==> config.mk <==
export PLATFORM = sky130hd
export DESIGN_NAME = dmac_chan_regs
export DESIGN_NICKNAME = d
export VERILOG_FILES = /design/src/rtl/dmac_reg_pkg.sv /design/src/rtl/dmac_bus_decode.sv /design/src/rtl/dmac_chan_state.sv /design/src/rtl/dmac_intr_ctrl.sv /design/src/rtl/dmac_chan_regs.sv
export SDC_FILE = /design/constraint.sdc
export NUM_CORES = 1
export LEC_CHECK = 0
export BUFFER_PORTS_ARGS = -buffer_cell sky130_fd_sc_hd__buf_4
export CAP_MARGIN = 25
export CORE_MARGIN = 2
export CORE_UTILIZATION = 58
export CTS_BUF_LIST = sky130_fd_sc_hd__clkbuf_2 sky130_fd_sc_hd__clkbuf_4 sky130_fd_sc_hd__clkbuf_8
export DETAILED_ROUTE_END_ITERATION = 10
export GPL_TIMING_DRIVEN = 0
export PLACE_DENSITY = 0.95
export SLEW_MARGIN = 20
export SYNTH_ARGS = -nofsm -noshare
export SYNTH_HDL_FRONTEND = slang
export SYNTH_SLANG_ARGS = --single-unit
==> constraint.sdc <==
create_clock -name clk -period 4.3 [get_ports clk]
set_input_delay 0.86 -clock clk [delete_from_list [all_inputs] [get_ports clk]]
set_output_delay 0.86 -clock clk [all_outputs]
set_load 0.05 [all_outputs]
==> src/rtl/dmac_reg_pkg.sv <==
package dmac_reg_pkg;

    typedef enum logic [2:0] {
        CH_RST  = 3'b001,
        CH_STOP = 3'b010,
        CH_RUN  = 3'b100
    } ch_state_e;

    typedef enum logic [3:0] {
        REG_NONE, REG_DATA, REG_SDATA, REG_SBUF, REG_GROUP, REG_GDOWN,
        REG_CMD, REG_CFG, REG_STAT, REG_MASK, REG_ACK, REG_RAW,
        REG_MASKED, REG_STREAM
    } reg_sel_e;

    typedef enum logic [1:0] {
        ENG_NONE  = 2'd0,
        ENG_DATA  = 2'd1,
        ENG_SDATA = 2'd2,
        ENG_SBUF  = 2'd3
    } eng_wr_e;

    typedef struct packed {
        logic load_data;
        logic start;
        logic load_ctx;
    } stream_req_t;

    localparam logic [1:0] SIZE_WORD = 2'd2;
    localparam int NUM_PTRS = 5;
    localparam int CH_LSB   = 13;

    // word index (byte offset / 4) to register
    function automatic reg_sel_e decode_index(input logic [5:0] idx);
        case (idx)
            6'd0:    return REG_DATA;
            6'd22:   return REG_SDATA;
            6'd23:   return REG_SBUF;
            6'd24:   return REG_GROUP;
            6'd31:   return REG_GDOWN;
            6'd32:   return REG_CMD;
            6'd33:   return REG_CFG;
            6'd34:   return REG_STAT;
            6'd35:   return REG_MASK;
            6'd36:   return REG_ACK;
            6'd37:   return REG_RAW;
            6'd38:   return REG_MASKED;
            6'd39:   return REG_STREAM;
            default: return REG_NONE;
        endcase
    endfunction

    function automatic stream_req_t decode_stream(input logic [9:0] v);
        stream_req_t r;
        r.load_data = v[8] | v[6];
        r.start     = (v[8] | v[6]) & v[5];
        r.load_ctx  = v[9];
        return r;
    endfunction

    function automatic logic [31:0] pack_status(input ch_state_e st,
                                                input logic eol,
                                                input logic [7:0] src);
        return {16'h0, src, 2'b00, eol, 2'b00, st};
    endfunction

    function automatic reg_sel_e ptr_reg(input int i);
        case (i)
            0:       return REG_DATA;
            1:       return REG_SDATA;
            2:       return REG_SBUF;
            3:       return REG_GROUP;
            default: return REG_GDOWN;
        endcase
    endfunction

    function automatic eng_wr_e ptr_eng(input int i);
        case (i)
            0:       return ENG_DATA;
            1:       return ENG_SDATA;
            2:       return ENG_SBUF;
            default: return ENG_NONE;
        endcase
    endfunction

endpackage

==> src/rtl/dmac_bus_decode.sv <==
module dmac_bus_decode
    import dmac_reg_pkg::*;
#(
    parameter int ADDR_W     = 16,
    parameter int CHANNEL_ID = 0
) (
    input  logic              bus_valid,
    input  logic              bus_write,
    input  logic [1:0]        bus_size,
    input  logic [ADDR_W-1:0] bus_addr,
    output reg_sel_e          wr_sel,
    output reg_sel_e          rd_sel
);
    localparam int CH_W = ADDR_W - CH_LSB;

    logic     chan_hit;
    logic     word_hit;
    reg_sel_e target;

    assign chan_hit = (bus_addr[ADDR_W-1:CH_LSB] == CH_W'(CHANNEL_ID));
    assign word_hit = bus_valid && (bus_size == SIZE_WORD) && chan_hit;
    assign target   = decode_index(bus_addr[7:2]);

    always_comb begin
        wr_sel = REG_NONE;
        rd_sel = REG_NONE;
        if (word_hit) begin
            if (bus_write) wr_sel = target;
            else           rd_sel = target;
        end
    end
endmodule

==> src/rtl/dmac_chan_state.sv <==
module dmac_chan_state
    import dmac_reg_pkg::*;
(
    input  logic      clk,
    input  logic      rst,
    input  logic      cfg_wr,
    input  logic [1:0] cfg_val,
    input  logic      eng_start,
    output logic      cfg_en,
    output logic      cfg_stop,
    output ch_state_e state
);
    always_ff @(posedge clk) begin
        if (rst) begin
            cfg_en   <= 1'b0;
            cfg_stop <= 1'b0;
            state    <= CH_RST;
        end else if (cfg_wr) begin
            cfg_en   <= cfg_val[0];
            cfg_stop <= cfg_val[1];
            if (!cfg_val[0])     state <= CH_RST;
            else if (cfg_val[1]) state <= CH_STOP;
        end else if (eng_start) begin
            state <= CH_RUN;
        end
    end
endmodule

==> src/rtl/dmac_intr_ctrl.sv <==
module dmac_intr_ctrl #(
    parameter int INTR_W = 4
) (
    input  logic              clk,
    input  logic              rst,
    input  logic              mask_wr,
    input  logic              ack_wr,
    input  logic [INTR_W-1:0] wdata,
    input  logic [INTR_W-1:0] set_pulse,
    output logic [INTR_W-1:0] raw_q,
    output logic [INTR_W-1:0] mask_q,
    output logic              irq
);
    logic [INTR_W-1:0] clr_bits;

    assign clr_bits = ack_wr ? wdata : '0;

    always_ff @(posedge clk) begin
        if (rst) begin
            raw_q  <= '0;
            mask_q <= '0;
        end else begin
            raw_q <= (raw_q & ~clr_bits) | set_pulse;
            if (mask_wr) mask_q <= wdata;
        end
    end

    assign irq = |(raw_q & mask_q);
endmodule

==> src/rtl/dmac_chan_regs.sv <==
module dmac_chan_regs
    import dmac_reg_pkg::*;
#(
    parameter int ADDR_W     = 16,
    parameter int CHANNEL_ID = 0,
    parameter int INTR_W     = 4
) (
    input  logic              clk,
    input  logic              rst,
    input  logic              bus_valid,
    input  logic              bus_write,
    input  logic [1:0]        bus_size,
    input  logic [ADDR_W-1:0] bus_addr,
    input  logic [31:0]       bus_wdata,
    output logic [31:0]       bus_rdata,
    input  logic [1:0]        eng_wr_sel,
    input  logic [31:0]       eng_wr_val,
    input  logic              eng_start,
    input  logic              eng_eol,
    input  logic [7:0]        eng_src,
    input  logic [INTR_W-1:0] eng_intr_set,
    output logic [31:0]       cur_data_ptr,
    output logic [31:0]       saved_data_ptr,
    output logic [31:0]       saved_buf_ptr,
    output logic [31:0]       group_ptr,
    output logic [31:0]       group_down_ptr,
    output logic              chan_enable,
    output logic              chan_stop,
    output logic [2:0]        chan_state,
    output logic              irq,
    output logic              cont_pulse,
    output logic              load_data_pulse,
    output logic              start_pulse,
    output logic              load_ctx_pulse
);
    reg_sel_e                     wr_sel;
    reg_sel_e                     rd_sel;
    ch_state_e                    state;
    eng_wr_e                      eng_sel;
    logic [NUM_PTRS-1:0][31:0]    ptr_q;
    logic [INTR_W-1:0]            raw_q;
    logic [INTR_W-1:0]            mask_q;
    logic                         cmd_q;
    logic [9:0]                   stream_q;
    stream_req_t                  req_q;
    logic [31:0]                  rd_val;

    assign eng_sel = eng_wr_e'(eng_wr_sel);

    dmac_bus_decode #(.ADDR_W(ADDR_W), .CHANNEL_ID(CHANNEL_ID)) u_dec (
        .bus_valid (bus_valid),
        .bus_write (bus_write),
        .bus_size  (bus_size),
        .bus_addr  (bus_addr),
        .wr_sel    (wr_sel),
        .rd_sel    (rd_sel)
    );

    dmac_chan_state u_state (
        .clk       (clk),
        .rst       (rst),
        .cfg_wr    (wr_sel == REG_CFG),
        .cfg_val   (bus_wdata[1:0]),
        .eng_start (eng_start),
        .cfg_en    (chan_enable),
        .cfg_stop  (chan_stop),
        .state     (state)
    );

    dmac_intr_ctrl #(.INTR_W(INTR_W)) u_intr (
        .clk       (clk),
        .rst       (rst),
        .mask_wr   (wr_sel == REG_MASK),
        .ack_wr    (wr_sel == REG_ACK),
        .wdata     (bus_wdata[INTR_W-1:0]),
        .set_pulse (eng_intr_set),
        .raw_q     (raw_q),
        .mask_q    (mask_q),
        .irq       (irq)
    );

    // pointer registers: bus write has priority over engine update
    for (genvar gi = 0; gi < NUM_PTRS; gi++) begin : g_ptr
        localparam reg_sel_e BUS_SEL = ptr_reg(gi);
        localparam eng_wr_e  ENG_SEL = ptr_eng(gi);
        always_ff @(posedge clk) begin
            if (rst)
                ptr_q[gi] <= '0;
            else if (wr_sel == BUS_SEL)
                ptr_q[gi] <= bus_wdata;
            else if (ENG_SEL != ENG_NONE && eng_sel == ENG_SEL)
                ptr_q[gi] <= eng_wr_val;
        end
    end

    assign cur_data_ptr   = ptr_q[0];
    assign saved_data_ptr = ptr_q[1];
    assign saved_buf_ptr  = ptr_q[2];
    assign group_ptr      = ptr_q[3];
    assign group_down_ptr = ptr_q[4];
    assign chan_state     = state;

    // command registers and request pulses
    always_ff @(posedge clk) begin
        if (rst) begin
            cmd_q      <= 1'b0;
            stream_q   <= '0;
            req_q      <= '0;
            cont_pulse <= 1'b0;
        end else begin
            cont_pulse <= (wr_sel == REG_CMD) && bus_wdata[0];
            req_q      <= (wr_sel == REG_STREAM) ? decode_stream(bus_wdata[9:0])
                                                 : '0;
            if (wr_sel == REG_CMD)    cmd_q    <= bus_wdata[0];
            if (wr_sel == REG_STREAM) stream_q <= bus_wdata[9:0];
        end
    end

    assign load_data_pulse = req_q.load_data;
    assign start_pulse     = req_q.start;
    assign load_ctx_pulse  = req_q.load_ctx;

    // read path
    always_comb begin
        case (rd_sel)
            REG_DATA:   rd_val = ptr_q[0];
            REG_SDATA:  rd_val = ptr_q[1];
            REG_SBUF:   rd_val = ptr_q[2];
            REG_GROUP:  rd_val = ptr_q[3];
            REG_GDOWN:  rd_val = ptr_q[4];
            REG_CMD:    rd_val = {31'h0, cmd_q};
            REG_CFG:    rd_val = {30'h0, chan_stop, chan_enable};
            REG_STAT:   rd_val = pack_status(state, eng_eol, eng_src);
            REG_MASK:   rd_val = 32'(mask_q);
            REG_RAW:    rd_val = 32'(raw_q);
            REG_MASKED: rd_val = 32'(raw_q & mask_q);
            REG_STREAM: rd_val = {22'h0, stream_q};
            default:    rd_val = '0;
        endcase
    end

    always_ff @(posedge clk) begin
        if (rst)
            bus_rdata <= '0;
        else if (bus_valid && !bus_write)
            bus_rdata <= rd_val;
    end
endmodule

==> impl_metrics.toml, run 1 <==
[outcome]
result_of_the_run = "complete, no violations"

[clock_tree]
cts-root-to-sink-buffers = 3
tritoncts_num_sinks = 220
clock-root-buffer = "sky130_fd_sc_hd__clkbuf_8"
clk_transition_reported_paths_ns = 0.05
cts_max_level = 2
tritoncts = "built"
clkLatencyLatePin_ns = 0.55
cts.repair_timing.setup_buffer_count = 0
cts.repair.resized = 0
ctsHoldBuffers = 0
cts-buffers-inserted = 38

[synthesis]
synth_edf_count = 0
synth_top_cells_by_count = "220 x sky130_fd_sc_hd__dfxtp_1, 205 x sky130_fd_sc_hd__nand2_1, 125 x sky130_fd_sc_hd__nor2_1, 99 x sky130_fd_sc_hd__a21oi_1, 83 x sky130_fd_sc_hd__mux2i_1"
synth_top_family_by_area = "compound AO/OA/AOI/OAI gates"
synthTopCellsByArea = "sky130_fd_sc_hd__dfxtp_1 43%, sky130_fd_sc_hd__mux2i_1 8.1%, sky130_fd_sc_hd__nand2_1 7.5%"
synth_area_per_cell_um2 = 8.58
area_fraction_in_and_or_nand_and_nor_cells_after_synthesis_pct = 18.9
ys_dominant_reg_cell = "sky130_fd_sc_hd__dfxtp_1"
synth_most_common_cell = "sky130_fd_sc_hd__dfxtp_1"
ys_async_sr_fraction_pct = 0
syn-num-nets = 1302
synth_warnings = 0
synth-compound-area-share_pct = 22.7
muxShareOfSynthArea_pct = 10.2
synthDominantAreaCellType = "sky130_fd_sc_hd__dfxtp_1"
netlist-cell-type-count = 68
ys_ff_latch = 220
post-synth-top-area-fraction_pct = 42.8
yosys.area_share.adder_pct = 0.243
synthesis.instances = 1198
yosys.area_share.xor_xnor_pct = 0
syn_area_mm2 = 0.0103
portion_of_the_post_synthesis_area_used_by_sequential_elements_pct = 42.8

[layout]
drive_gt1_share_pct = 28.0
antenna_cells = 0
syn_to_final_growth_pct = 31.1
fillerInstances = 1183
final_nets = 1633

[timing]
final.setup.worst_slack_ns = 1.05
hold_viol = 0
finalSetupViolations = 0
timing.final.crit_period_ns = 3.25
setup_tns_ns = 0
final_max_tran_viols = 0
skew_ns = 0.0309
slew-limit-headroom_pct = 33.8
unrepaired_setup_endpoints_after_global_routing = "false"
fin_hold_ws_ns = 0.477
max_fclk_mhz = 307
finalCritPeriodShare_pct = 75.7
least_margin_pin_slew_ns = 0.993

[power]
power_density_mw_per_mm2 = 349
power.share.switching_pct = 28.8
internal-power_mw = 3.35
power.static_leakage_nw = 5.43
pwr-share-seq_pct = 45.6
comb_power_share_pct = 13.9
netSwitchingPower_mw = 1.36
share_clk_of_total_power_pct = 40.5
vdd_drop_max_mv = 0.277

[floorplan]
initial_utilization_pct = 59.4
floorplan.rows = 48
fp.dieArea_mm2 = 0.0188
boundaryPins = 304
core_area_mm2 = 0.0173
chipWidth_um = 137
die_height_um = 137

[setup_path]
critPathCaptureType = "flip-flop"
critPathSlowestCell = "sky130_fd_sc_hd__o32a_1"
worst-path-max-fanout = 10
worst_ep_required_time_ns = 4.73
critical_path.most_common_cell = "sky130_fd_sc_hd__buf_2"
critical_path.cell_chain = "buf_4, inv_1, ha_1, clkbuf_1, nor4b_1, o32a_1, and2_1, buf_2, and3_4, buf_2, a222oi_1, a21oi_1"
cp_top_family = "buffers and inverters"
worst-path-buf-inv = 5
cp.arrival_ns = 3.68
start_kind = "input port"
critPathMaxStageDelay_ns = 0.41
path_class = "in -> reg"

[place]
gp_congestion = 0.960
dp_slack_ns = 0.633
placement.io_buffers = 290
place_hpwl_mm = 30.6

[global_route]
groute.usage.overall_pct = 45.8
first_pass_grt_wire_length_mm = 65.5
maximum_number_of_pins_on_one_net_before_global_route_repair = 11
antenna_found_initial = 0
grt_pass1_vias = 12011
overflow = 0

[route]
drc_errors = 0
route.vias.total = 12213
postRouteWirelength_mm = 44.1
drt_iter0_drc = 1913
post_detailed_route_count_of_antenna_violating_nets = 0
detail_route.wl_per_cell_um = 24.9
post_drt_via_cell_ratio = 6.88
firstDrtPassIters = 8

[job]
max_capacitance_violation_total = 0

[worst_hold_path]
min_path_type = "reg -> reg"
## per-stage QoR
step,std cells,cell area [um2],utilization [%],power [mW]
after floorplan,1198,10300,-,2.54
after global placement,1713,12700,73.6,2.80
after detailed placement,1714,12700,73.7,2.81
after CTS,1774,13500,77.9,4.65
after global routing,1774,13500,77.9,4.79
final,1774,13500,77.9,4.70
## power groups by stage
stage               Combinational (mW)  Sequential, mW  Clock, mW
finish                           0.656            2.14       1.90
global route                     0.674            2.14       1.97
CTS                              0.637            2.14       1.87
detailed placement               0.632            2.18          0
global placement                 0.620            2.18          0
floorplan                        0.213            2.33          0
## worst min-delay path: stages, from the launching register on
cell	delay, ns
sky130_fd_sc_hd__dfxtp_1	0.32
sky130_fd_sc_hd__nand2_1	0.06
sky130_fd_sc_hd__a21oi_1	0.05
## cells by family (layout without fill, tap and decap cells)
group | after synthesis | count (layout)
buffers and inverters | 122 | 473
AOI/OAI and AO/OA | 319 | 319
adders and majority gates | 2 | 2
and+or+nand+nor | 433 | 433
DFF | 220 | 220
muxes | 102 | 102
## metal layers
metal,wire [um],vias up,share of wire (%),GRT usage [%]
li1,-,5026,-,-
met2,19200,1268,44,69.2
met4,3610,0,8.2,34.0
met3,6730,360,15,15.0
met1,14600,5559,33,53.9
met5,0,-,0,0
## path summary, 6_finish.rpt
path	end	startpoint	cells past startpoint	slack (ns)
max	bus_rdata[28]	bus_addr[3]	12	1.05
min	group_down_ptr[15]	group_down_ptr[15]	2	0.48
max reg2reg	bus_rdata[0]	u_intr.raw_q[0]	4	2.93
min reg2reg	group_down_ptr[15]	group_down_ptr[15]	2	0.48
## cell type report
class	instances	area [um2]	area share, %
buffer	118	519	3.85
clock buffer	58	711	5.27
timing repair buffer	291	2180	16.2
sequential	220	4400	32.7
tap	225	282	2.09
multi-input combinational	856	5350	39.7
clock inverter	2	13.8	0.102
inverter	4	15.0	0.111
## cell usage in the layout (no fill, tap or decap), types with 3 or more instances in the layout
cell,instances
sky130_fd_sc_hd__buf_4,297
sky130_fd_sc_hd__dfxtp_1,220
sky130_fd_sc_hd__nand2_1,205
sky130_fd_sc_hd__nor2_1,125
sky130_fd_sc_hd__a21oi_1,99
sky130_fd_sc_hd__mux2i_1,83
sky130_fd_sc_hd__clkbuf_1,70
sky130_fd_sc_hd__a211oi_1,64
sky130_fd_sc_hd__nand3_1,44
sky130_fd_sc_hd__clkbuf_8,44
sky130_fd_sc_hd__buf_2,40
sky130_fd_sc_hd__a311oi_1,33
sky130_fd_sc_hd__a22o_1,26
sky130_fd_sc_hd__a32o_1,16
sky130_fd_sc_hd__mux2_2,16
sky130_fd_sc_hd__a222oi_1,16
sky130_fd_sc_hd__clkbuf_4,14
sky130_fd_sc_hd__a22oi_1,13
sky130_fd_sc_hd__a31oi_1,13
sky130_fd_sc_hd__and3_1,11
sky130_fd_sc_hd__a221oi_1,7
sky130_fd_sc_hd__and2_1,7
sky130_fd_sc_hd__a21o_1,5
sky130_fd_sc_hd__o21ai_0,5
sky130_fd_sc_hd__o221ai_1,5
sky130_fd_sc_hd__inv_1,4
sky130_fd_sc_hd__nor3_1,3
sky130_fd_sc_hd__nor3b_1,3
sky130_fd_sc_hd__and3b_1,3
sky130_fd_sc_hd__mux2_1,3
## state kept, by name, indices dropped and copies added (netlist names), 3 cells and up
name            cells
u_intr.mask_q       4
group_down_ptr     32
saved_data_ptr     32
u_intr.raw_q        4
saved_buf_ptr      32
bus_rdata          32
cur_data_ptr       32
u_state.state       3
stream_q           10
group_ptr          32
Power figures use the tool's default switching activity.
==> inputs of run 2 (changes only) <==
--- a/config.mk
+++ b/config.mk
@@ -8,11 +8,11 @@
 export BUFFER_PORTS_ARGS = -buffer_cell sky130_fd_sc_hd__buf_4
 export CAP_MARGIN = 25
 export CORE_MARGIN = 2
-export CORE_UTILIZATION = 58
+export CORE_UTILIZATION = 54
 export CTS_BUF_LIST = sky130_fd_sc_hd__clkbuf_2 sky130_fd_sc_hd__clkbuf_4 sky130_fd_sc_hd__clkbuf_8
 export DETAILED_ROUTE_END_ITERATION = 10
 export GPL_TIMING_DRIVEN = 0
-export PLACE_DENSITY = 0.95
+export PLACE_DENSITY = 0.92
 export SLEW_MARGIN = 20
 export SYNTH_ARGS = -nofsm -noshare
 export SYNTH_HDL_FRONTEND = slang
==> constraint.sdc (replaced) <==
create_clock -name clk -period 3.1 [get_ports clk]
set_input_delay 0.62 -clock clk [delete_from_list [all_inputs] [get_ports clk]]
set_output_delay 0.62 -clock clk [all_outputs]
set_load 0.05 [all_outputs]
==> impl_metrics.toml, run 2 (synthesis gave the netlist of run 1 again) <==
[timing]
timing.final.crit_period_ns = 2.99
hold_viol = 0
skew_ns = 0.0122
setup_tns_ns = 0
fin_hold_ws_ns = 0.290
slew-limit-headroom_pct = 33.5
least_margin_pin_slew_ns = 0.989
final_max_tran_viols = 0
final.setup.worst_slack_ns = 0.105
finalSetupViolations = 0
finalCritPeriodShare_pct = 96.6
max_fclk_mhz = 334
unrepaired_setup_endpoints_after_global_routing = "false"

[setup_path]
critical_path.cell_chain = "buf_4, inv_1, ha_1, clkbuf_1, nor4b_2, o32a_1, and2_1, buf_2, and3_4, buf_2, a222oi_1, a21oi_1"
critical_path.most_common_cell = "sky130_fd_sc_hd__buf_2"
critical_path.reg2reg.endpoint = "bus_rdata[0]"
path_class = "in -> reg"
critPathCaptureType = "flip-flop"
r2r_slack_ns = 1.80
worstReg2RegStart = "u_intr.raw_q[0]"
worst_ep_required_time_ns = 3.54
worst-path-max-fanout = 10
critPathMaxStageDelay_ns = 0.38
timing.reg2reg.worst_path_depth = 4
critPathSlowestCell = "sky130_fd_sc_hd__o32a_1"
start_kind = "input port"
cp.arrival_ns = 3.43

[floorplan]
chipWidth_um = 142
boundaryPins = 304
die_height_um = 142
initial_utilization_pct = 55.0
core_area_mm2 = 0.0187
fp.dieArea_mm2 = 0.0202
floorplan.rows = 50

[worst_hold_path]
worst_hold_path.endpoint = "u_intr.raw_q[3]"
holdCritStartpoint = "eng_intr_set[3]"
min_path_type = "in -> reg"
worst_hold_path.num_cells = 3

[layout]
antenna_cells = 0
syn_to_final_growth_pct = 31.6
layout.cells.most_common_list = "297 x sky130_fd_sc_hd__buf_4, 220 x sky130_fd_sc_hd__dfxtp_1, 205 x sky130_fd_sc_hd__nand2_1"
fillerInstances = 1400
finish.cell_count_without_fillers = 1785
final_nets = 1632
layout_commonest_cell = "sky130_fd_sc_hd__buf_4"
drive_gt1_share_pct = 28.1
final_core_utilization_pct = 72.3

[clock_tree]
clkLatencyLatePin_ns = 0.53
clk_transition_reported_paths_ns = 0.07
clock-root-buffer = "sky130_fd_sc_hd__clkbuf_8"
cts.repair_timing.setup_buffer_count = 0
cts-buffers-inserted = 37
tritoncts_num_sinks = 220
cts_max_level = 2
tritoncts = "built"
cts-root-to-sink-buffers = 3

[global_route]
grt_pass1_vias = 11632
antenna_found_initial = 0
overflow = 0
groute.usage.overall_pct = 42.0
maximum_number_of_pins_on_one_net_before_global_route_repair = 11
first_pass_grt_wire_length_mm = 65.4

[route]
drt_iter0_drc = 1847
met2_length_mm = 19.5
post_drt_via_cell_ratio = 6.72
route.vias.total = 11999
postRouteWirelength_mm = 44.0
top_layer_reached_by_signal_wires = "met4"
wl_met1_mm = 15.0
detailroute.wirelength.met3_mm = 6.34
post_detailed_route_count_of_antenna_violating_nets = 0
detail_route.wl_per_cell_um = 24.7
firstDrtPassIters = 7
drc_errors = 0

[place]
placement.io_buffers = 290
placed_cells = 1723
place_hpwl_mm = 30.8
dp_slack_ns = -0.290
gp_congestion = 0.971

[job]
max_capacitance_violation_total = 0

[power]
power.static_leakage_nw = 5.45
vdd_drop_max_mv = 0.367
power_density_mw_per_mm2 = 489

[outcome]
result_of_the_run = "complete, no violations"
## run 2: changes by cell type in the layout (fill, tap and decap cells not counted)
cell,before,now
sky130_fd_sc_hd__clkbuf_8,44,47
sky130_fd_sc_hd__clkbuf_4,14,13
sky130_fd_sc_hd__nor4b_1,2,1
sky130_fd_sc_hd__clkinv_2,1,0
sky130_fd_sc_hd__nor4b_2,1,2
sky130_fd_sc_hd__clkinvlp_4,0,1
## run 2: timing repair
action / CTS / global route
hold buffers: 0 / 0
endpoints found under the setup margin: 0 / 1
endpoints found under the hold margin: 0 / 0
gates resized for setup: 0 / 1
## run 2: how the worst max path moves through the flow
stage / cells after the start / to / slack [ns] / start
finish: 12 / bus_rdata[27] / 0.11 / bus_addr[3]
floorplan: 11 / bus_rdata[3] / 0.44 / bus_addr[3]
global route: 10 / bus_rdata[1] / 0.04 / bus_addr[3]
CTS: 12 / bus_rdata[27] / 0.20 / bus_addr[3]
global placement: 10 / bus_rdata[14] / -0.32 / bus_addr[3]
detailed placement: 12 / bus_rdata[30] / -0.29 / bus_addr[3]
## run 2: power by group
part | total [mW] | internal, mW | switching [mW]
registers | 2.98 | 2.90 | 0.0792
clock network | 2.73 | 1.51 | 1.21
logic | 0.909 | 0.299 | 0.609
## run 2: final cells by class
cell class	count	area (um2)	share of cell area (%)
Clock inverter	2	16.3	0.120
Timing Repair Buffer	291	2180	16.1
Buffer	118	519	3.84
Multi-Input combinational cell	856	5350	39.6
Tap cell	234	293	2.16
Inverter	4	15.0	0.111
Clock buffer	60	744	5.50
Sequential cell	220	4400	32.6
## run 2: metal layers
metal,global-route usage [%],up-vias
li1,-,5027
met1,50.2,5520
met2,67.1,1159
met3,12.4,293
met4,25.5,0
met5,0,-
## run 2: critical path, delay by kind of cell
kind	cells	cell delay, ns
AO/OA/AOI/OAI	3	0.81
adder cells (fa/ha/maj)	1	0.27
buffers and inverters	5	0.99
AND/OR/NAND/NOR	3	0.74
## run 2: metrics by stage
stage | cell area (um2) | total power, mW
final | 13500 | 6.61
after detailed placement | 12800 | 3.91
after global placement | 12700 | 3.89
after CTS | 13500 | 6.55
after global routing | 13500 | 6.73
after floorplan | 10300 | 3.52
==> inputs of run 3 (changes only) <==
--- a/config.mk
+++ b/config.mk
@@ -5,14 +5,15 @@
 export SDC_FILE = /design/constraint.sdc
 export NUM_CORES = 1
 export LEC_CHECK = 0
+export ABC_AREA = 1
 export BUFFER_PORTS_ARGS = -buffer_cell sky130_fd_sc_hd__buf_4
 export CAP_MARGIN = 25
 export CORE_MARGIN = 2
-export CORE_UTILIZATION = 54
+export CORE_UTILIZATION = 58
 export CTS_BUF_LIST = sky130_fd_sc_hd__clkbuf_2 sky130_fd_sc_hd__clkbuf_4 sky130_fd_sc_hd__clkbuf_8
 export DETAILED_ROUTE_END_ITERATION = 10
 export GPL_TIMING_DRIVEN = 0
-export PLACE_DENSITY = 0.92
+export PLACE_DENSITY = 0.95
 export SLEW_MARGIN = 20
 export SYNTH_ARGS = -nofsm -noshare
 export SYNTH_HDL_FRONTEND = slang
==> constraint.sdc (replaced) <==
create_clock -name clk -period 3.5 [get_ports clk]
set_input_delay 0.7 -clock clk [delete_from_list [all_inputs] [get_ports clk]]
set_output_delay 0.7 -clock clk [all_outputs]
set_load 0.05 [all_outputs]
==> impl_metrics.toml, run 3 <==
[synthesis]
synthTopCellsByArea = "sky130_fd_sc_hd__dfxtp_1 42%, sky130_fd_sc_hd__nand2_1 9.9%, sky130_fd_sc_hd__o21ai_0 8.6%"
synth_area_per_cell_um2 = 6.98
netlist-cell-type-count = 41
synthDominantAreaCellType = "sky130_fd_sc_hd__dfxtp_1"
syn_area_mm2 = 0.0106
synth_top_cells_by_count = "280 x sky130_fd_sc_hd__nand2_1, 220 x sky130_fd_sc_hd__dfxtp_1, 183 x sky130_fd_sc_hd__inv_1, 183 x sky130_fd_sc_hd__o21ai_0, 162 x sky130_fd_sc_hd__nor2_1"
synthesis.instances = 1520
post-synth-top-area-fraction_pct = 41.5
synth_warnings = 0
ys_ff_latch = 220
portion_of_the_post_synthesis_area_used_by_sequential_elements_pct = 41.5
ys_async_sr_fraction_pct = 0
synth_edf_count = 0
synth_most_common_cell = "sky130_fd_sc_hd__nand2_1"
ys_dominant_reg_cell = "sky130_fd_sc_hd__dfxtp_1"
syn-num-nets = 1624

[timing]
unrepaired_setup_endpoints_after_global_routing = "false"
max_fclk_mhz = 367
finalCritPeriodShare_pct = 77.9
least_margin_pin_slew_ns = 0.823
setup_tns_ns = 0
slew-limit-headroom_pct = 45.1
skew_ns = 0.0348
hold_viol = 0
finalSetupViolations = 0
timing.final.crit_period_ns = 2.73
final_max_tran_viols = 0

[place]
gp_congestion = 1.01
placement.io_buffers = 296
place_hpwl_mm = 32.1

[global_route]
antenna_found_initial = 0
maximum_number_of_pins_on_one_net_before_global_route_repair = 11
first_pass_grt_wire_length_mm = 67.2
overflow = 0
groute.usage.overall_pct = 44.4
grt_pass1_vias = 12193

[clock_tree]
ctsHoldBuffers = 0
cts-root-to-sink-buffers = 3
clock-root-buffer = "sky130_fd_sc_hd__clkbuf_8"
cts.repair_timing.setup_buffer_count = 0
tritoncts_num_sinks = 220
clkLatencyLatePin_ns = 0.55
cts_max_level = 2
clk_transition_reported_paths_ns = 0.06
cts.repair.resized = 0
tritoncts = "built"
cts-buffers-inserted = 37

[power]
power_density_mw_per_mm2 = 426
internal-power_mw = 4.27
share_clk_of_total_power_pct = 43.3
pwr-share-seq_pct = 44.1
power.static_leakage_nw = 6.53
netSwitchingPower_mw = 1.66
vdd_drop_max_mv = 0.425
comb_power_share_pct = 12.6
sum_of_internal_switching_and_leakage_power_mw = 5.93
power.share.switching_pct = 28.0

[setup_path]
worstReg2RegStart = "saved_buf_ptr[30]"
cp.arrival_ns = 3.14
worst-path-buf-inv = 4
critPathCaptureType = "flip-flop"
timing.reg2reg.worst_path_depth = 6
worst_ep_required_time_ns = 3.91
critical_path.most_common_cell = "sky130_fd_sc_hd__nor2_1"
r2r_slack_ns = 2.32
critical_path.cell_chain = "buf_4, inv_1, ha_1, inv_1, nand3_1, nand2_1, nand2_2, nor2_1, nor2_1, nand2_2, clkbuf_1, o211ai_1, nor2_1, a21oi_1"
cp_top_family = "simple AND/OR/NAND/NOR gates"
critPathSlowestCell = "sky130_fd_sc_hd__clkbuf_1"
worst_setup_path_endpoint = "bus_rdata[14]"
start_kind = "input port"
path_class = "in -> reg"
worst-path-max-fanout = 10
critPathLaunch = "bus_addr[3]"
number_of_stages_on_the_worst_setup_path = 14
critical_path.reg2reg.endpoint = "bus_rdata[30]"
critPathMaxStageDelay_ns = 0.65

[worst_hold_path]
min_path_type = "in -> reg"
worst_hold_path.num_cells = 3
holdCritStartpoint = "eng_intr_set[2]"

[floorplan]
die_height_um = 139
fp.dieArea_mm2 = 0.0194
core_area_mm2 = 0.0180
floorplan.rows = 49
initial_utilization_pct = 59.0
boundaryPins = 304
chipWidth_um = 139

[route]
detail_route.wl_per_cell_um = 21.4
drt_iter0_drc = 1860
wl_met1_mm = 15.3
postRouteWirelength_mm = 45.1
detailroute.wirelength.met3_mm = 6.58
top_layer_reached_by_signal_wires = "met4"
firstDrtPassIters = 6
post_drt_via_cell_ratio = 6.10
drc_errors = 0
met2_length_mm = 20.1
post_detailed_route_count_of_antenna_violating_nets = 0
route.vias.total = 12867

[layout]
drive_gt1_share_pct = 24.4
syn_to_final_growth_pct = 31.4
layout.cells.most_common_list = "300 x sky130_fd_sc_hd__buf_4, 280 x sky130_fd_sc_hd__nand2_1, 220 x sky130_fd_sc_hd__dfxtp_1"
fillerInstances = 1341
antenna_cells = 0
register_area_mm2 = 0.00440
multi_input_logic_area_mm2 = 0.00504
final_nets = 1960
layout_commonest_cell = "sky130_fd_sc_hd__buf_4"

[job]
max_capacitance_violation_total = 0

[outcome]
result_of_the_run = "complete, no violations"
[run 3: power groups by stage]
stage	clock [mW]	sequential (mW)	combinational (mW)
3_5_place_dp	0	2.66	0.717
4_1_cts	2.53	2.61	0.723
6_report	2.57	2.62	0.745
2_1_floorplan	0	2.84	0.238
5_1_grt	2.65	2.62	0.776
3_3_place_gp	0	2.67	0.705
[run 3: per-stage QoR]
stage                     hold WS [ns]  cells  area [um2]  utilization, %  setup slack (ns)
after detailed placement         0.465   2045       13100            73.0             0.356
after global routing             0.422   2111       13900            77.6             0.651
after global placement           0.457   2045       13100            73.0             0.418
after CTS                        0.418   2110       13900            77.5             0.902
after floorplan                  0.458   1520       10600               -              1.15
final                            0.424   2111       13900            77.6             0.772
[run 3: per-layer routing]
layer  up-vias  GRT usage (%)
met4         0           26.1
li1       5628              -
met1      5769           53.8
met5         -              0
met2      1191           71.8
met3       279           11.1
[run 3: final cells by class]
class,instances,area share [%]
flip-flops and latches,220,31.6
multi-input cells,1018,36.2
clock inverters,5,0.566
well taps,229,2.06
plain buffers,88,3.06
clock buffers,60,5.30
repair buffers,297,16.0
inverters,194,5.24
[run 3: tightest hold or removal path: cells and delay by family]
family,cells,cell delay (ns)
buf+inv,2,0.15
compound gates,1,0.05
[run 3: how the worst min path moves through the flow]
stage | end | slack [ns]
6_report | u_intr.raw_q[2] | 0.42
5_1_grt | u_intr.raw_q[3] | 0.42
4_1_cts | u_intr.raw_q[2] | 0.42
3_5_place_dp | bus_rdata[11] | 0.47
3_3_place_gp | bus_rdata[13] | 0.46
2_1_floorplan | u_intr.raw_q[0] | 0.46
[run 3: logic make-up (layout without fill, tap and decap cells)]
| logic type | count (synthesis) | in the layout | share of synthesized area, % |
|---|---|---|---|
| AO/OA/AOI/OAI | 425 | 425 | 21.5 |
| adder cells (fa/ha/maj) | 2 | 2 | 0.236 |
| buffers and inverters | 282 | 644 | 10.9 |
| flip-flops | 220 | 220 | 41.5 |
| multiplexers | 14 | 14 | 1.49 |
| AND/OR/NAND/NOR | 577 | 577 | 24.3 |
